File: config.mk
export PLATFORM = sky130hd
export DESIGN_NAME = clk_wdog_recovery
export DESIGN_NICKNAME = d
export VERILOG_FILES = /design/src/rtl/fg_pkg.sv /design/src/rtl/fg_regs.sv /design/src/rtl/fg_wdog.sv /design/src/rtl/fg_rstgen.sv /design/src/rtl/clk_wdog_recovery.sv
export SDC_FILE = /design/constraint.sdc
export NUM_CORES = 1
export LEC_CHECK = 0
export ABC_AREA = 0
export BUFFER_PORTS_ARGS = -buffer_cell sky130_fd_sc_hd__buf_2
export CAP_MARGIN = 20
export CORE_ASPECT_RATIO = 2
export CORE_UTILIZATION = 60
export CTS_BUF_LIST = sky130_fd_sc_hd__clkbuf_8
export DETAILED_ROUTE_END_ITERATION = 12
export GPL_TIMING_DRIVEN = 0
export PLACE_DENSITY = 0.93
export SLEW_MARGIN = 20
export SYNTH_ARGS = -nofsm -noshare
export SYNTH_HDL_FRONTEND = slang
export SYNTH_HIERARCHICAL = 1
export SYNTH_SLANG_ARGS = --single-unit
File: constraint.sdc
create_clock -name clk -period 2.5 [get_ports clk]
set_input_delay 0.625 -clock clk [delete_from_list [all_inputs] [get_ports clk]]
set_output_delay 0.625 -clock clk [all_outputs]
set_load 0.005 [all_outputs]
File: src/rtl/fg_pkg.sv
package fg_pkg;
  localparam logic [2:0] IDX_CTL   = 3'd0;
  localparam logic [2:0] IDX_REC_N = 3'd1;
  localparam logic [2:0] IDX_REC_M = 3'd2;
  localparam logic [2:0] IDX_PRG_N = 3'd3;
  localparam logic [2:0] IDX_PRG_M = 3'd4;

  typedef struct packed {
    logic       src;
    logic [7:0] n;
    logic [6:0] m;
  } freq_sel_t;

  // recovery pick: bit 7 of the recovery M byte selects N/M over strap
  function automatic freq_sel_t recovery_pick(input logic [7:0] rec_n, input logic [7:0] rec_m);
    freq_sel_t r;
    if (rec_m[7]) begin
      r.src = 1'b1; r.n = rec_n; r.m = rec_m[6:0];
    end else begin
      r.src = 1'b0; r.n = 8'h00; r.m = 7'h00;
    end
    return r;
  endfunction

  function automatic logic [7:0] ctl_pack(input logic rwd, input logic rfc,
                                          input logic st, input logic en);
    return {3'b000, rwd, rfc, st, en, 1'b0};
  endfunction
endpackage

File: src/rtl/fg_regs.sv
module fg_regs
  import fg_pkg::*;
(
  input  logic       clk,
  input  logic       rst_n,
  input  logic [2:0] idx,
  input  logic [7:0] wdata,
  input  logic       we,
  input  logic       tmo,
  output logic       rst_on_wd,
  output logic       rst_on_fc,
  output logic       wd_en,
  output logic       status,
  output logic [7:0] rec_n,
  output logic [7:0] rec_m,
  output logic [7:0] prg_n,
  output logic       prg_m_wr,
  output logic [7:0] rdata
);
  logic [6:0] prg_m;
  logic       ctl_wr;

  assign ctl_wr   = we && (idx == IDX_CTL);
  assign prg_m_wr = we && (idx == IDX_PRG_M);

  always_ff @(posedge clk) begin
    if (!rst_n) begin
      rst_on_wd <= 1'b0; rst_on_fc <= 1'b0; wd_en <= 1'b0; status <= 1'b0;
      rec_n <= '0; rec_m <= '0; prg_n <= '0; prg_m <= '0;
    end else begin
      if (ctl_wr) begin
        rst_on_wd <= wdata[4];
        rst_on_fc <= wdata[3];
        wd_en     <= wdata[1];
      end
      if (tmo)                      status <= 1'b1;
      else if (ctl_wr && wdata[2])  status <= 1'b0;
      if (we && idx == IDX_REC_N) rec_n <= wdata;
      if (we && idx == IDX_REC_M) rec_m <= wdata;
      if (we && idx == IDX_PRG_N) prg_n <= wdata;
      if (prg_m_wr)               prg_m <= wdata[6:0];
    end
  end

  always_comb begin
    unique case (idx)
      IDX_CTL:   rdata = ctl_pack(rst_on_wd, rst_on_fc, status, wd_en);
      IDX_REC_N: rdata = rec_n;
      IDX_REC_M: rdata = rec_m;
      IDX_PRG_N: rdata = prg_n;
      IDX_PRG_M: rdata = {1'b0, prg_m};
      default:   rdata = 8'h00;
    endcase
  end

  AST_STATUS_ON_TMO: assert property (@(posedge clk) disable iff (!rst_n)
    tmo |=> status);
  AST_STATUS_W1C: assert property (@(posedge clk) disable iff (!rst_n)
    (ctl_wr && wdata[2] && !tmo) |=> !status);
  AST_STATUS_W0_KEEP: assert property (@(posedge clk) disable iff (!rst_n)
    (ctl_wr && !wdata[2] && status) |=> status);
endmodule

File: src/rtl/fg_wdog.sv
module fg_wdog #(
  parameter int WD_CYCLES = 16
) (
  input  logic clk,
  input  logic rst_n,
  input  logic en,
  input  logic arm,
  output logic running,
  output logic tmo
);
  localparam int CW = $clog2(WD_CYCLES + 1);
  localparam logic [CW-1:0] RELOAD = CW'(WD_CYCLES - 1);

  logic [CW-1:0] cnt;

  assign tmo = running && (cnt == '0);

  always_ff @(posedge clk) begin
    if (!rst_n) begin
      running <= 1'b0; cnt <= RELOAD;
    end else if (!en) begin
      running <= 1'b0; cnt <= RELOAD;
    end else if (tmo) begin
      running <= 1'b0;
    end else if (arm) begin
      running <= 1'b1; cnt <= RELOAD;
    end else if (running) begin
      cnt <= cnt - 1'b1;
    end
  end

  AST_IDLE_WHEN_OFF: assert property (@(posedge clk) disable iff (!rst_n)
    !en |=> !running);
  AST_ARM_STARTS: assert property (@(posedge clk) disable iff (!rst_n)
    (en && arm && !tmo) |=> running);
endmodule

File: src/rtl/fg_rstgen.sv
module fg_rstgen #(
  parameter int RST_CYCLES = 4
) (
  input  logic clk,
  input  logic rst_n,
  input  logic trig,
  output logic pulse
);
  localparam int RW = $clog2(RST_CYCLES + 1);

  logic [RW-1:0] left;

  always_ff @(posedge clk) begin
    if (!rst_n)          left <= '0;
    else if (trig)       left <= RW'(RST_CYCLES);
    else if (left != '0) left <= left - 1'b1;
  end

  assign pulse = (left != '0);

  AST_PULSE_START: assert property (@(posedge clk) disable iff (!rst_n)
    trig |=> pulse);
endmodule

File: src/rtl/clk_wdog_recovery.sv
module clk_wdog_recovery
  import fg_pkg::*;
#(
  parameter int WD_CYCLES  = 16,
  parameter int RST_CYCLES = 4
) (
  input  logic       clk,
  input  logic       rst_n,
  input  logic [2:0] reg_idx,
  input  logic [7:0] reg_wdata,
  input  logic       reg_we,
  output logic [7:0] reg_rdata,
  output logic       freq_src_nm,
  output logic [7:0] freq_n,
  output logic [6:0] freq_m,
  output logic       freq_chg,
  output logic       sys_reset
);
  logic       rst_on_wd, rst_on_fc, wd_en, status;
  logic [7:0] rec_n, rec_m, prg_n;
  logic       prg_m_wr, wd_running, tmo;
  logic       locked_q, locked;
  logic       chg_accept, rst_trig;
  freq_sel_t  act_q;

  fg_regs u_regs (
    .clk(clk), .rst_n(rst_n), .idx(reg_idx), .wdata(reg_wdata), .we(reg_we),
    .tmo(tmo), .rst_on_wd(rst_on_wd), .rst_on_fc(rst_on_fc), .wd_en(wd_en),
    .status(status), .rec_n(rec_n), .rec_m(rec_m), .prg_n(prg_n),
    .prg_m_wr(prg_m_wr), .rdata(reg_rdata)
  );

  // lock is only meaningful while the enable bit reads 1
  assign locked     = locked_q && wd_en;
  assign chg_accept = prg_m_wr && !locked;
  assign rst_trig   = (tmo && rst_on_wd) || (chg_accept && !tmo && rst_on_fc);

  fg_wdog #(.WD_CYCLES(WD_CYCLES)) u_wdog (
    .clk(clk), .rst_n(rst_n), .en(wd_en), .arm(chg_accept),
    .running(wd_running), .tmo(tmo)
  );

  fg_rstgen #(.RST_CYCLES(RST_CYCLES)) u_rst (
    .clk(clk), .rst_n(rst_n), .trig(rst_trig), .pulse(sys_reset)
  );

  always_ff @(posedge clk) begin
    if (!rst_n) begin
      locked_q <= 1'b0;
      act_q    <= '0;
      freq_chg <= 1'b0;
    end else begin
      locked_q <= wd_en ? (locked_q || tmo) : 1'b0;
      freq_chg <= tmo || chg_accept;
      if (tmo)
        act_q <= recovery_pick(rec_n, rec_m);
      else if (chg_accept)
        act_q <= '{src: 1'b1, n: prg_n, m: reg_wdata[6:0]};
    end
  end

  assign freq_src_nm = act_q.src;
  assign freq_n      = act_q.n;
  assign freq_m      = act_q.m;

  AST_TMO_STROBE: assert property (@(posedge clk) disable iff (!rst_n)
    tmo |=> freq_chg);
  AST_LOCK_FREEZE: assert property (@(posedge clk) disable iff (!rst_n)
    (locked && prg_m_wr) |=> ($stable(act_q) && !freq_chg));
  AST_LOCK_NO_COUNT: assert property (@(posedge clk) disable iff (!rst_n)
    locked |-> !wd_running);
endmodule

======== Yosys cells after proc, flatten, opt, wreduce, memory -nomap -nowiden ========
Index checks and enable logic that the tools add are counted.
cells by class
  $add $sub $neg .......................... 2
  eq/ne operators ......................... 4
  multiplexer cells ....................... 10
  bitwise gates (word level) .............. 3
  reductions and logical operators ........ 28
operators with widths
  kind                                                                number
  16-bit 2-to-1 mux                                                   3
  8-bit one-hot mux with 5 select lines                               1
  1-bit logical AND                                                   12
  5-bit 2-to-1 mux                                                    2
  2-bit nonzero test                                                  4
  3-bit by 2-bit == test with 1-bit output, second input constant     2
  3-bit 2-to-1 mux                                                    2
  5-bit zero test                                                     1
  5-bit by 1-bit subtractor with 5-bit output, second input constant  1
  2-bit AND reduction                                                 2
  3-bit by 1-bit == test with 1-bit output, second input constant     1
  3-bit == test, second input constant                                1
  3-bit zero test                                                     1
  1-bit logical OR                                                    3
  1-bit inverter                                                      3
  3-bit nonzero test                                                  1
  3-bit OR reduction                                                  1
  3-bit by 1-bit subtractor with 3-bit output, second input constant  1
  1-bit zero test                                                     2
  1-bit 2-to-1 mux                                                    2
  2-bit OR reduction                                                  1
word-level totals
  flip-flop bits (word level) ............. 62
  input port bits ......................... 14
  output and inout port bits .............. 26
  logic and storage cells ................. 64

======== Longest topological paths before layout ========
Gate-level depths: netlist of run 1.
  word-level depth ........................ 7
  mapped depth ............................ 10
  depth with buffers taken out ............ 8

======== By module ========
The synthesis of run 1 kept the hierarchy.
modules (own cells, without submodules)
  module             times used  cells an instance  area an instance (um2)  seq. area each (um2)
  fg_regs            1           168                1640.3                  700.7
  clk_wdog_recovery  1           99                 1011.0                  360.3
  fg_wdog            1           38                 330.3                   120.1
  fg_rstgen          1           18                 167.7                   60.1

======== Worst setup path before layout of run 1 ========
No wires, ideal clock.
  path kind ............................... input to register
  from .................................... input reg_idx[1]
  to ...................................... register u_wdog.cnt[0]
  library setup time ...................... 82 ps
  data arrival time ....................... 2039 ps
  data required time ...................... 2418 ps
  slack ................................... 378 ps
  stages on the path ...................... 8
  path buffers ............................ 4
  cell sequence ........................... buf_6 -> and4bb_1 -> buf_6 -> a21boi_4 -> buf_6 -> clkbuf_1 -> nor3_1 -> o221ai_1
between the ends
  cells in the longest elaborated chain, start to end .. 5
ends and longest elaborated chain
  element                               line                     text
  from (decl)                           clk_wdog_recovery.sv:9   input logic [2:0] reg_idx,
  3-bit == test (*)                     fg_regs.sv:24            assign prg_m_wr = we && (idx == IDX_PRG_M);
  1-bit logical AND (*)                 fg_regs.sv:24
  named net prg_m_wr                    clk_wdog_recovery.sv:21  logic prg_m_wr, wd_running, tmo;
  1-bit logical AND (*)                 clk_wdog_recovery.sv:35  assign chg_accept = prg_m_wr && !locked;
  named net chg_accept                  clk_wdog_recovery.sv:23  logic chg_accept, rst_trig;
  2-bit nonzero test (no source line)   -
  2-bit AND reduction (no source line)  -
  to (signal assigned)                  fg_wdog.sv:28            cnt <= cnt - 1'b1;
  to (decl)                             fg_wdog.sv:14            logic [CW-1:0] cnt;
The timed path passes the listed nets; every way through them passes the cells marked *.
A chain may end at the register's enable or synchronous reset.

======== Worst setup path in the final report of run 1 ========
  from .................................... input reg_idx[0]
  to ...................................... output reg_rdata[1]
between the ends
  cells in the longest elaborated chain, start to end .. 2
ends and longest elaborated chain
  element                                    line                     text
  3-bit == test (tied with other cells)      fg_regs.sv:46            unique case (idx)
  8-bit one-hot mux with 5 select lines (*)  fg_regs.sv:46
  to (decl)                                  clk_wdog_recovery.sv:12  output logic [7:0] reg_rdata,
Mark *: on every way between the ends. The rest lies on a longest branch, timed or not.

==> results of run 1 <==
## sequential cells by signal, summed over array words and instances (netlist names), 3 cells and up
| name | count |
|---|---|
| u_regs/rec_m | 8 |
| u_regs/rec_n | 8 |
| u_regs/prg_n | 8 |
| u_wdog/cnt | 5 |
| u_rst/left | 3 |
| freq_n | 8 |
| u_regs/prg_m | 7 |
| freq_m | 7 |
## cells in the final DEF (no fill, tap or decap), drive strengths merged
| master | instances |
|---|---|
| o211a | 2 |
| clkbuf | 19 |
| a21boi | 16 |
| inv | 12 |
| nand3b | 1 |
| a211oi | 2 |
| o211ai | 1 |
| nand4b | 1 |
| mux2 | 6 |
| nor4b | 3 |
| o221ai | 1 |
| nor4 | 1 |
| a21oi | 2 |
| nand2 | 14 |
| or3 | 1 |
| o21ai | 21 |
| nor3 | 2 |
| nand3 | 16 |
| o22ai | 22 |
| a31oi | 2 |
| mux2i | 22 |
| dfxtp | 62 |
| nor2 | 19 |
| o21a | 2 |
| nand2b | 3 |
| clkinv | 1 |
| and2 | 2 |
| o311a | 16 |
| a22oi | 11 |
| buf | 62 |
| or4b | 2 |
| nand4bb | 1 |
| xor2 | 1 |
| ha | 4 |
| and4bb | 2 |
| nor2b | 21 |
| nor3b | 1 |
## worst max-delay path, delay by kind of cell
family,cells,cell delay (ns)
compound gates,2,0.32
buf+inv,3,0.50
mux,1,0.34
## per-layer routing
metal	global-route usage	share of wire	up-vias
met3	0.09357	0.055	54
met2	0.5625	0.53	143
li1	-	-	1290
met1	0.3250	0.36	1294
met5	0	0	-
met4	0.1917	0.057	0
## cell type report
cell class	instances	area (um2)	share of cell area
inverters	9	33.78	0.009385
clock inverters	4	16.27	0.004519
plain buffers	31	247.7	0.06882
flip-flops and latches	62	1241	0.3448
well taps	58	72.57	0.02016
multi-input cells	221	1639	0.4553
repair buffers	39	197.7	0.05492
clock buffers	11	151.4	0.04206
## logic make-up (layout without fill, tap and decap cells)
kind of cell | Yosys count | after routing
DFF | 62 | 62
xor gates and xnor gates | 1 | 1
adders and majority gates | 4 | 4
muxes | 28 | 28
and+or+nand+nor | 90 | 90
AOI/OAI and AO/OA | 98 | 98
buffers and inverters | 40 | 94
## per-stage QoR
step           hold slack (ns)  utilization  total power, mW  setup WS (ns)
6_report                0.4887       0.7069            2.060        0.09422
5_1_grt                 0.5101       0.7069            2.153       0.002179
4_1_cts                 0.4852       0.7039            2.058        0.03630
3_5_place_dp            0.4724       0.6710            1.309       0.001512
3_3_place_gp            0.4588       0.6710            1.296        0.05661
2_1_floorplan           0.4428            -            1.224         0.3781
## path summary, 6_finish.rpt
check	endpoint	startpoint	slack, ns
worst max-delay path	reg_rdata[1]	reg_idx[0]	0.09
worst min-delay path	u_regs/prg_n[5]$_SDFFE_PN0P_	u_regs/prg_n[5]$_SDFFE_PN0P_	0.49
worst max register to register	u_rst/left[1]$_SDFFE_PP0P_	u_wdog/cnt[0]$_SDFFE_PN1P_	0.21
worst min register to register	u_regs/prg_n[5]$_SDFFE_PN0P_	u_regs/prg_n[5]$_SDFFE_PN0P_	0.49
## power by group through the flow
stage | combinational, mW | sequential, mW | clock (mW)
3_5_place_dp | 0.243 | 1.07 | 0
3_3_place_gp | 0.232 | 1.06 | 0
2_1_floorplan | 0.163 | 1.06 | 0
5_1_grt | 0.274 | 1.05 | 0.831
4_1_cts | 0.245 | 1.04 | 0.769
6_report | 0.248 | 1.05 | 0.767
## cells in the mapped netlist (all sizes together), types with 2 or more instances
cell    count
a211oi      2
a21boi     16
a21oi       2
a22oi      11
a31oi       2
and2        2
and4bb      2
buf        24
clkbuf      7
dfxtp      62
ha          4
inv         9
mux2        6
mux2i      22
nand2      14
nand2b      3
nand3      16
nor2       19
nor2b      21
nor3        2
nor4b       3
o211a       2
o21a        2
o21ai      21
o22ai      22
o311a      16
or4b        2
## repair_timing
action                     CTS  global route
buffers inserted             0             0
resized for setup            0             5
setup endpoints to repair    0            11
==> qor.csv, run 1 <==
metric,value,unit
status,completed,
drc,0,
cp_max_fo,10,
cts_tree,done,
synthTopCellsByArea,"dfxtp_1 39%, mux2i_1 7.0%, o311a_1 5.1%",
start_util,0.6184,
clk_pin_slew,0.06,ns
dr.pass1.iters,5,
ys_ff_latch,62,
grt_use_total,0.3272,
async_flop_share,0,
routed_wirelength,8087,um
finalNetCount,391,
yosys.area.top_type,dfxtp_1,
yosysSeqAreaShare,0.3941,
synthAdderAreaFrac,0.01589,
cts_htree_levels,3,
clkLatencyLatePin,0.35,ns
clock_power_share,0.373,
whs_path_depth,2,
cts_hold_buf,0,
synth_compound_area_frac,0.2356,
layout-drive-gt1-share,0.2467,
rows,37,
peakVddDrop,0.0006210,V
p_per_area,572.3,nW/um2
die_h,104.5,um
worst_pin_slew,0.4950,ns
drt-initial-drc-count,106,
dieArea,5560,um2
area_delta_synth_final,14.30,%
ant_nets,0,
rr_worst_depth,9,
synth_top_family_by_area,compound AO/OA/AOI/OAI gates,
netlist_instances,323,
max_freq,0.4157,GHz
cap_violations,0,
slew_violations,0,
netlist.area_leader.share,0.3941,
avgSynthCellArea,9.750,um2
power.switching,534.4,uW
routabilityCongestion,0.9679,
arrival,1.78,ns
setup_viol,0,
synth-edff-count,0,
antenna_found_initial,0,
fillerInstances,392,
synth_flop_cell,dfxtp_1,
core-area,5092,um2
final_cells,435,
grt_pass1_vias,2814,
critPathMaxStageDelay,0.34,ns
port_buffers,39,
cp-end-kind,output pin,
synth_xor_area_frac,0.002781,
io_pins,40,
swShare,0.2594,
path_class,primary input to output pin,
dpl.hpwl,5969,um
synth.distinct_cells,45,
vias_per_cell,6.393,
grt_max_degree,11,
power_frac_seq,0.507,
startpoint_type,primary input,
tns,0,ns
synth_warnings,6,
clockRootBuffer,clkbuf_8,
synth_mux_area_frac,0.09138,
grt_pass1_wl,13210,um
combPwrFrac,0.120,
cts_sinks,62,
rsz0062_at_grt,no,
skew,0.009156,ns
grt.overflow.total,0,
die_w,53.23,um
diodes,0,
relSlewSlack,0.6700,
final_cell_area,3600,um2
power_leakage,1.498,nW
intPower,1.526,mW
cp.required,1.88,ns
final.min_clock_period,2.406,ns
syn-num-nets,341,
finalCritPeriodShare,0.9623,
dp_cells,420,
place_area,3417,um2
critPathSlowestCell,mux2_1,
synth-simple-area-share,0.1712,
wl_per_cell,18.59,um
clockBufferDepth,2,
vias,2781,
synth_area,3149,um2
cts_buffers,9,
cp_cell_sequence,clkbuf_4 -> buf_6 -> mux2_1 -> a22oi_1 -> o22ai_1 -> buf_2,
finalHoldViolCount,0,
hold_class,flip-flop to flip-flop,
No activity file was read; power rests on OpenSTA's default activity.
==> run 2: changes to the inputs <==
--- a/config.mk
+++ b/config.mk
@@ -9,13 +9,14 @@
 export BUFFER_PORTS_ARGS = -buffer_cell sky130_fd_sc_hd__buf_2
 export CAP_MARGIN = 20
 export CORE_ASPECT_RATIO = 2
-export CORE_UTILIZATION = 60
+export CORE_UTILIZATION = 29
 export CTS_BUF_LIST = sky130_fd_sc_hd__clkbuf_8
 export DETAILED_ROUTE_END_ITERATION = 12
 export GPL_TIMING_DRIVEN = 0
-export PLACE_DENSITY = 0.93
+export PLACE_DENSITY = 0.57
 export SLEW_MARGIN = 20
 export SYNTH_ARGS = -nofsm -noshare
 export SYNTH_HDL_FRONTEND = slang
 export SYNTH_HIERARCHICAL = 1
 export SYNTH_SLANG_ARGS = --single-unit
+export TNS_END_PERCENT = 10
==> run 2 against run 1 <==
Global-route usage shrank 15 points; routed wire length grew 10%; non-clock buffer count is the same; critical path type unchanged.
==> qor.csv, run 2 (synthesis results as in run 1) <==
metric,value,unit,change
status,completed,,
cts_tree,done,,
vias_per_cell,5.113,,-20%
grt_pass1_wl,13840,um,+4.8%
cp.required,1.88,ns,about the same
fin_ws,0.09019,ns,-0.004026 ns
cts_hold_buf,0,,unchanged
critPathMaxStageDelay,0.38,ns,+0.04 ns
core-area,10540,um2,+110%
setup_viol,0,,unchanged
hold_class,flip-flop to flip-flop,,
fillerInstances,1071,,+170%
post-place-ws,-0.07936,ns,-0.08087 ns
max_freq,0.4150,GHz,-0.17%
path_buf_inv,3,,unchanged
cp_num_cells,6,,unchanged
rows,53,,+43%
final_cell_area,3740,um2,+3.9%
final_cell_mix,"62 x dfxtp_1, 45 x buf_2, 22 x mux2i_1",,
cp_cell_sequence,clkbuf_4 -> buf_6 -> mux2_1 -> a22oi_1 -> o22ai_1 -> buf_2,,
rr_worst_depth,9,,unchanged
layout_commonest_cell,dfxtp_1,,
power_leakage,1.509,nW,+0.73%
area_delta_synth_final,18.75,%,
final.min_clock_period,2.410,ns,+0.004026 ns
cts_htree_levels,3,,unchanged
io_pins,40,,unchanged
cpLargestDelayFamily,buffers and inverters,,
start_util,0.2987,,-0.3197
cts_sinks,62,,unchanged
vias,2633,,-5.3%
drt-initial-drc-count,106,,unchanged
arrival,1.78,ns,about the same
die_w,75.69,um,+42%
clockRootBuffer,clkbuf_8,,
cts_setup_buffers,0,,unchanged
skew,0.006194,ns,-0.002961 ns
dieArea,11310,um2,+100%
cp-end-kind,output pin,,
grt.overflow.total,0,,unchanged
utilization,0.3547,,-0.3522
grt_use_total,0.1724,,-0.1548
finalNetCount,391,,unchanged
dpl.hpwl,6984,um,+17%
finalHoldViolCount,0,,unchanged
critPathSlowestCell,mux2_1,,
finalCritPeriodShare,0.9639,,+0.001610
port_buffers,39,,unchanged
startpoint_type,primary input,,
grt_max_degree,12,,+1
wl_per_cell,17.29,um,-7.0%
cp_max_fo,10,,unchanged
tns,0,ns,unchanged
diodes,0,,unchanged
clk_pin_slew,0.07,ns,about the same
total_power,2.258,mW,+9.6%
drc,0,,unchanged
crit_end,reg_rdata[1],,
seqCellArea,1241,um2,unchanged
die_h,149.4,um,+43%
dr.pass1.iters,4,,-1
crit_start,reg_idx[0],,
place_area,3516,um2,+2.9%
peakVddDrop,0.0002332,V,-62%
layout-drive-gt1-share,0.2513,,+0.004638
r2r_slack,0.25,ns,+0.04 ns
path_class,primary input to output pin,,
reg2reg_from,u_wdog/cnt[0]$_SDFFE_PN1P_,,
cap_violations,0,,unchanged
multi_input_area,1634,um2,-0.31%
p_per_area,603.7,nW/um2,+5.5%
routed_wirelength,8903,um,+10%
worst_pin_slew,0.5590,ns,+0.06404 ns
slew_violations,0,,unchanged
rsz0062_at_grt,no,,
ant_nets,0,,unchanged
antenna_found_initial,0,,unchanged
clockBufferDepth,2,,unchanged
r2r-end,u_rst/left[1]$_SDFFE_PP0P_,,
relSlewSlack,0.6273,,-0.04269
cts_buffers,9,,unchanged
clkLatencyLatePin,0.35,ns,about the same
routabilityCongestion,0.8567,,-11%
grt_pass1_vias,2668,,-5.2%
-- run 2: area by class of cell --
| type | instances | area share |
|---|---|---|
| well taps | 137 | 0.04583 |
| flip-flops and latches | 62 | 0.3319 |
| clock inverters | 7 | 0.02409 |
| repair buffers | 39 | 0.05286 |
| multi-input cells | 221 | 0.4369 |
| inverters | 9 | 0.009033 |
| plain buffers | 31 | 0.06624 |
| clock buffers | 9 | 0.03312 |
-- run 2: power breakdown --
part | internal [mW] | switching [mW] | total [mW]
Sequential | 1.02 | 0.0227 | 1.04
Combinational | 0.109 | 0.141 | 0.250
Clock | 0.555 | 0.408 | 0.964
-- run 2: what timing repair did --
action	in CTS	in global routing
gates resized for setup	1	3
endpoints found under the setup margin	1	3
pin swaps	0	0
-- run 2: metal layers --
layer	vias up	track usage	share of wire
met5	-	0	0
met4	0	0.1167	0.045
met1	1263	0.1655	0.36
li1	1295	-	-
met3	23	0.03851	0.029
met2	52	0.3103	0.56
-- run 2: worst min-delay path by stage --
stage                                       from                           end  slack, ns  cells after the start
floorplan           u_regs/rec_m[1]$_SDFFE_PN0P_  u_regs/rec_m[1]$_SDFFE_PN0P_       0.44                      2
global placement    u_regs/rec_m[1]$_SDFFE_PN0P_  u_regs/rec_m[1]$_SDFFE_PN0P_       0.46                      2
CTS                 u_regs/prg_n[7]$_SDFFE_PN0P_  u_regs/prg_n[7]$_SDFFE_PN0P_       0.48                      2
global route        u_regs/rec_m[1]$_SDFFE_PN0P_  u_regs/rec_m[1]$_SDFFE_PN0P_       0.51                      2
detailed placement  u_regs/rec_m[1]$_SDFFE_PN0P_  u_regs/rec_m[1]$_SDFFE_PN0P_       0.47                      2
finish              u_regs/prg_n[7]$_SDFFE_PN0P_  u_regs/prg_n[7]$_SDFFE_PN0P_       0.48                      2
-- run 2: through the flow --
step,std cells,hold slack [ns]
2_1_floorplan,323,0.4428
5_1_grt,515,0.5103
4_1_cts,515,0.4789
3_5_place_dp,499,0.4684
6_report,515,0.4762
3_3_place_gp,499,0.4551
-- run 2: worst register-to-register path, delay by kind of cell, from the launching register on --
kind                     cells  cell delay (ns)
buffers and inverters        3             0.42
flip-flops                   1             0.34
adder cells (fa/ha/maj)      1             0.21
AND/OR/NAND/NOR              3             0.85
AO/OA/AOI/OAI                2             0.34
==> run 3: changes to the inputs <==
==> constraint.sdc (replaced) <==
create_clock -name clk -period 3.1 [get_ports clk]
set_input_delay 0.775 -clock clk [delete_from_list [all_inputs] [get_ports clk]]
set_output_delay 0.775 -clock clk [all_outputs]
set_load 0.005 [all_outputs]
==> run 3 against run 2 <==
Worst hold slack about the same; critical path type unchanged; count of clock-buffer cells in the layout did not move; combinational power shrank 20%; sequential share of layout area rose by 0.089 points.
==> qor.csv, run 3 (synthesis results as in run 1) <==
metric,value,unit,change
status,completed,,
dp_cells,499,,unchanged
antenna_found_initial,0,,unchanged
worst_pin_slew,0.6175,ns,+0.05854 ns
cts_htree_levels,3,,unchanged
slew_violations,0,,unchanged
wl_per_cell,17.25,um,-0.19%
peakVddDrop,0.0001889,V,-19%
skew,0.006307,ns,+0.0001131 ns
finalHoldViolCount,0,,unchanged
area_delta_synth_final,18.43,%,
final_cell_mix,"62 x dfxtp_1, 46 x buf_2, 22 x mux2i_1",,
wl_met2,4969,um,-1.2%
routabilityCongestion,0.8567,,unchanged
dieArea,11310,um2,unchanged
core-area,10540,um2,unchanged
cpLargestDelayFamily,buffers and inverters,,
cts_hold_buf,0,,unchanged
cts_resized,0,,-1
reg2reg_from,u_wdog/cnt[0]$_SDFFE_PN1P_,,
finalCritPeriodShare,0.8907,,
tns,0,ns,unchanged
cts_buffers,9,,unchanged
hp-start,u_regs/prg_n[7]$_SDFFE_PN0P_,,
drt-initial-drc-count,112,,+5.7%
vias,2634,,+0.038%
max_freq,0.3622,GHz,
die_w,75.69,um,unchanged
setup_viol,0,,unchanged
start_util,0.2987,,unchanged
cap_violations,0,,unchanged
clockRootBuffer,clkbuf_8,,
clockBufferDepth,2,,unchanged
clk_pin_slew,0.07,ns,about the same
cp.required,2.32,ns,+0.44 ns
arrival,1.99,ns,+0.21 ns
port_buffers,39,,unchanged
crit_start,reg_idx[0],,
relSlewSlack,0.5825,,-0.04483
finalNetCount,391,,unchanged
io_pins,40,,unchanged
critPathSlowestCell,mux2_1,,
grt_pass1_wl,13840,um,unchanged
cts_setup_buffers,0,,unchanged
cp_common_cell,buf_2,,
clkLatencyLatePin,0.35,ns,about the same
ant_nets,0,,unchanged
path_class,primary input to output pin,,
rows,53,,unchanged
topRoutingLayerUsed,met4,,
cp_cell_sequence,buf_2 -> buf_6 -> mux2_1 -> a22oi_1 -> o22ai_1 -> buf_2,,
met1Wirelength,3153,um,-1.8%
final.min_clock_period,2.761,ns,
grt_pass1_vias,2671,,+0.11%
die_h,149.4,um,unchanged
grt_use_total,0.1724,,unchanged
cts_sinks,62,,unchanged
dpl.hpwl,6984,um,unchanged
path_buf_inv,3,,unchanged
layout-drive-gt1-share,0.2460,,-0.005291
grt_max_degree,12,,unchanged
hold_class,flip-flop to flip-flop,,
critPathMaxStageDelay,0.38,ns,about the same
rsz0062_at_grt,no,,
drc,0,,unchanged
p_per_area,488.0,nW/um2,-19%
grt.overflow.total,0,,unchanged
power_leakage,1.506,nW,-0.24%
dr_wl_met3,313,um,+21%
startpoint_type,primary input,,
dr.pass1.iters,4,,unchanged
diodes,0,,unchanged
cp_max_fo,10,,unchanged
final_cells,515,,unchanged
cts_tree,done,,
layout_commonest_cell,dfxtp_1,,
cp-end-kind,output pin,,
vias_per_cell,5.115,,about the same
routed_wirelength,8886,um,-0.19%
[run 3: cell types whose count changed in the layout (fill, tap and decap cells not counted)]
cell / previous run / this run
nor4b_1: 1 / 2
clkbuf_4: 1 / 0
clkbuf_2: 1 / 0
clkbuf_1: 6 / 7
nor4b_2: 1 / 0
buf_2: 45 / 46
[run 3: per-layer routing]
layer | track usage | vias up
met4 | 0.1167 | 0
met5 | 0 | -
met1 | 0.1651 | 1248
li1 | - | 1296
met3 | 0.03851 | 27
met2 | 0.3107 | 63
[run 3: report_power, final]
group	internal, mW	switching [mW]
sequential	0.824	0.0183
combinational	0.0873	0.114
clock	0.448	0.329
total	1.36	0.462
[run 3: stage by stage]
stage          utilization  worst slack, ns  power [mW]  hold WS [ns]  area, um2
6_report            0.3537           0.3389       1.820        0.4765       3730
5_1_grt             0.3537           0.2399       1.908        0.5103       3730
4_1_cts             0.3537           0.3335       1.845        0.4789       3730
3_5_place_dp        0.3335           0.3385       1.063        0.4684       3516
3_3_place_gp        0.3335           0.3315       1.056        0.4551       3516
2_1_floorplan            -           0.8281      0.9870        0.4428       3149
[run 3: worst min-delay path, delay by kind of cell (launching register included)]
kind | cells | cell delay (ns)
DFF | 1 | 0.32
and+or+nand+nor | 1 | 0.06
AOI/OAI and AO/OA | 1 | 0.05
[run 3: layout make-up]
cell class,count,area [um2]
buffer,31,246.5
clock buffer,9,123.9
clock inverter,7,90.09
fill,1067,6814
inverter,9,33.78
multi-input combinational,221,1628
sequential,62,1241
tap,137,171.4
timing repair buffer,39,195.2
[run 3: worst paths after layout]
check                                                    end  slack, ns  depth (start not counted)
worst max-delay path                            reg_rdata[1]       0.34                          6
worst min-delay path            u_regs/prg_n[7]$_SDFFE_PN0P_       0.48                          2
worst max register to register    u_rst/left[1]$_SDFFE_PP0P_       0.63                          9
worst min register to register  u_regs/prg_n[7]$_SDFFE_PN0P_       0.48                          2
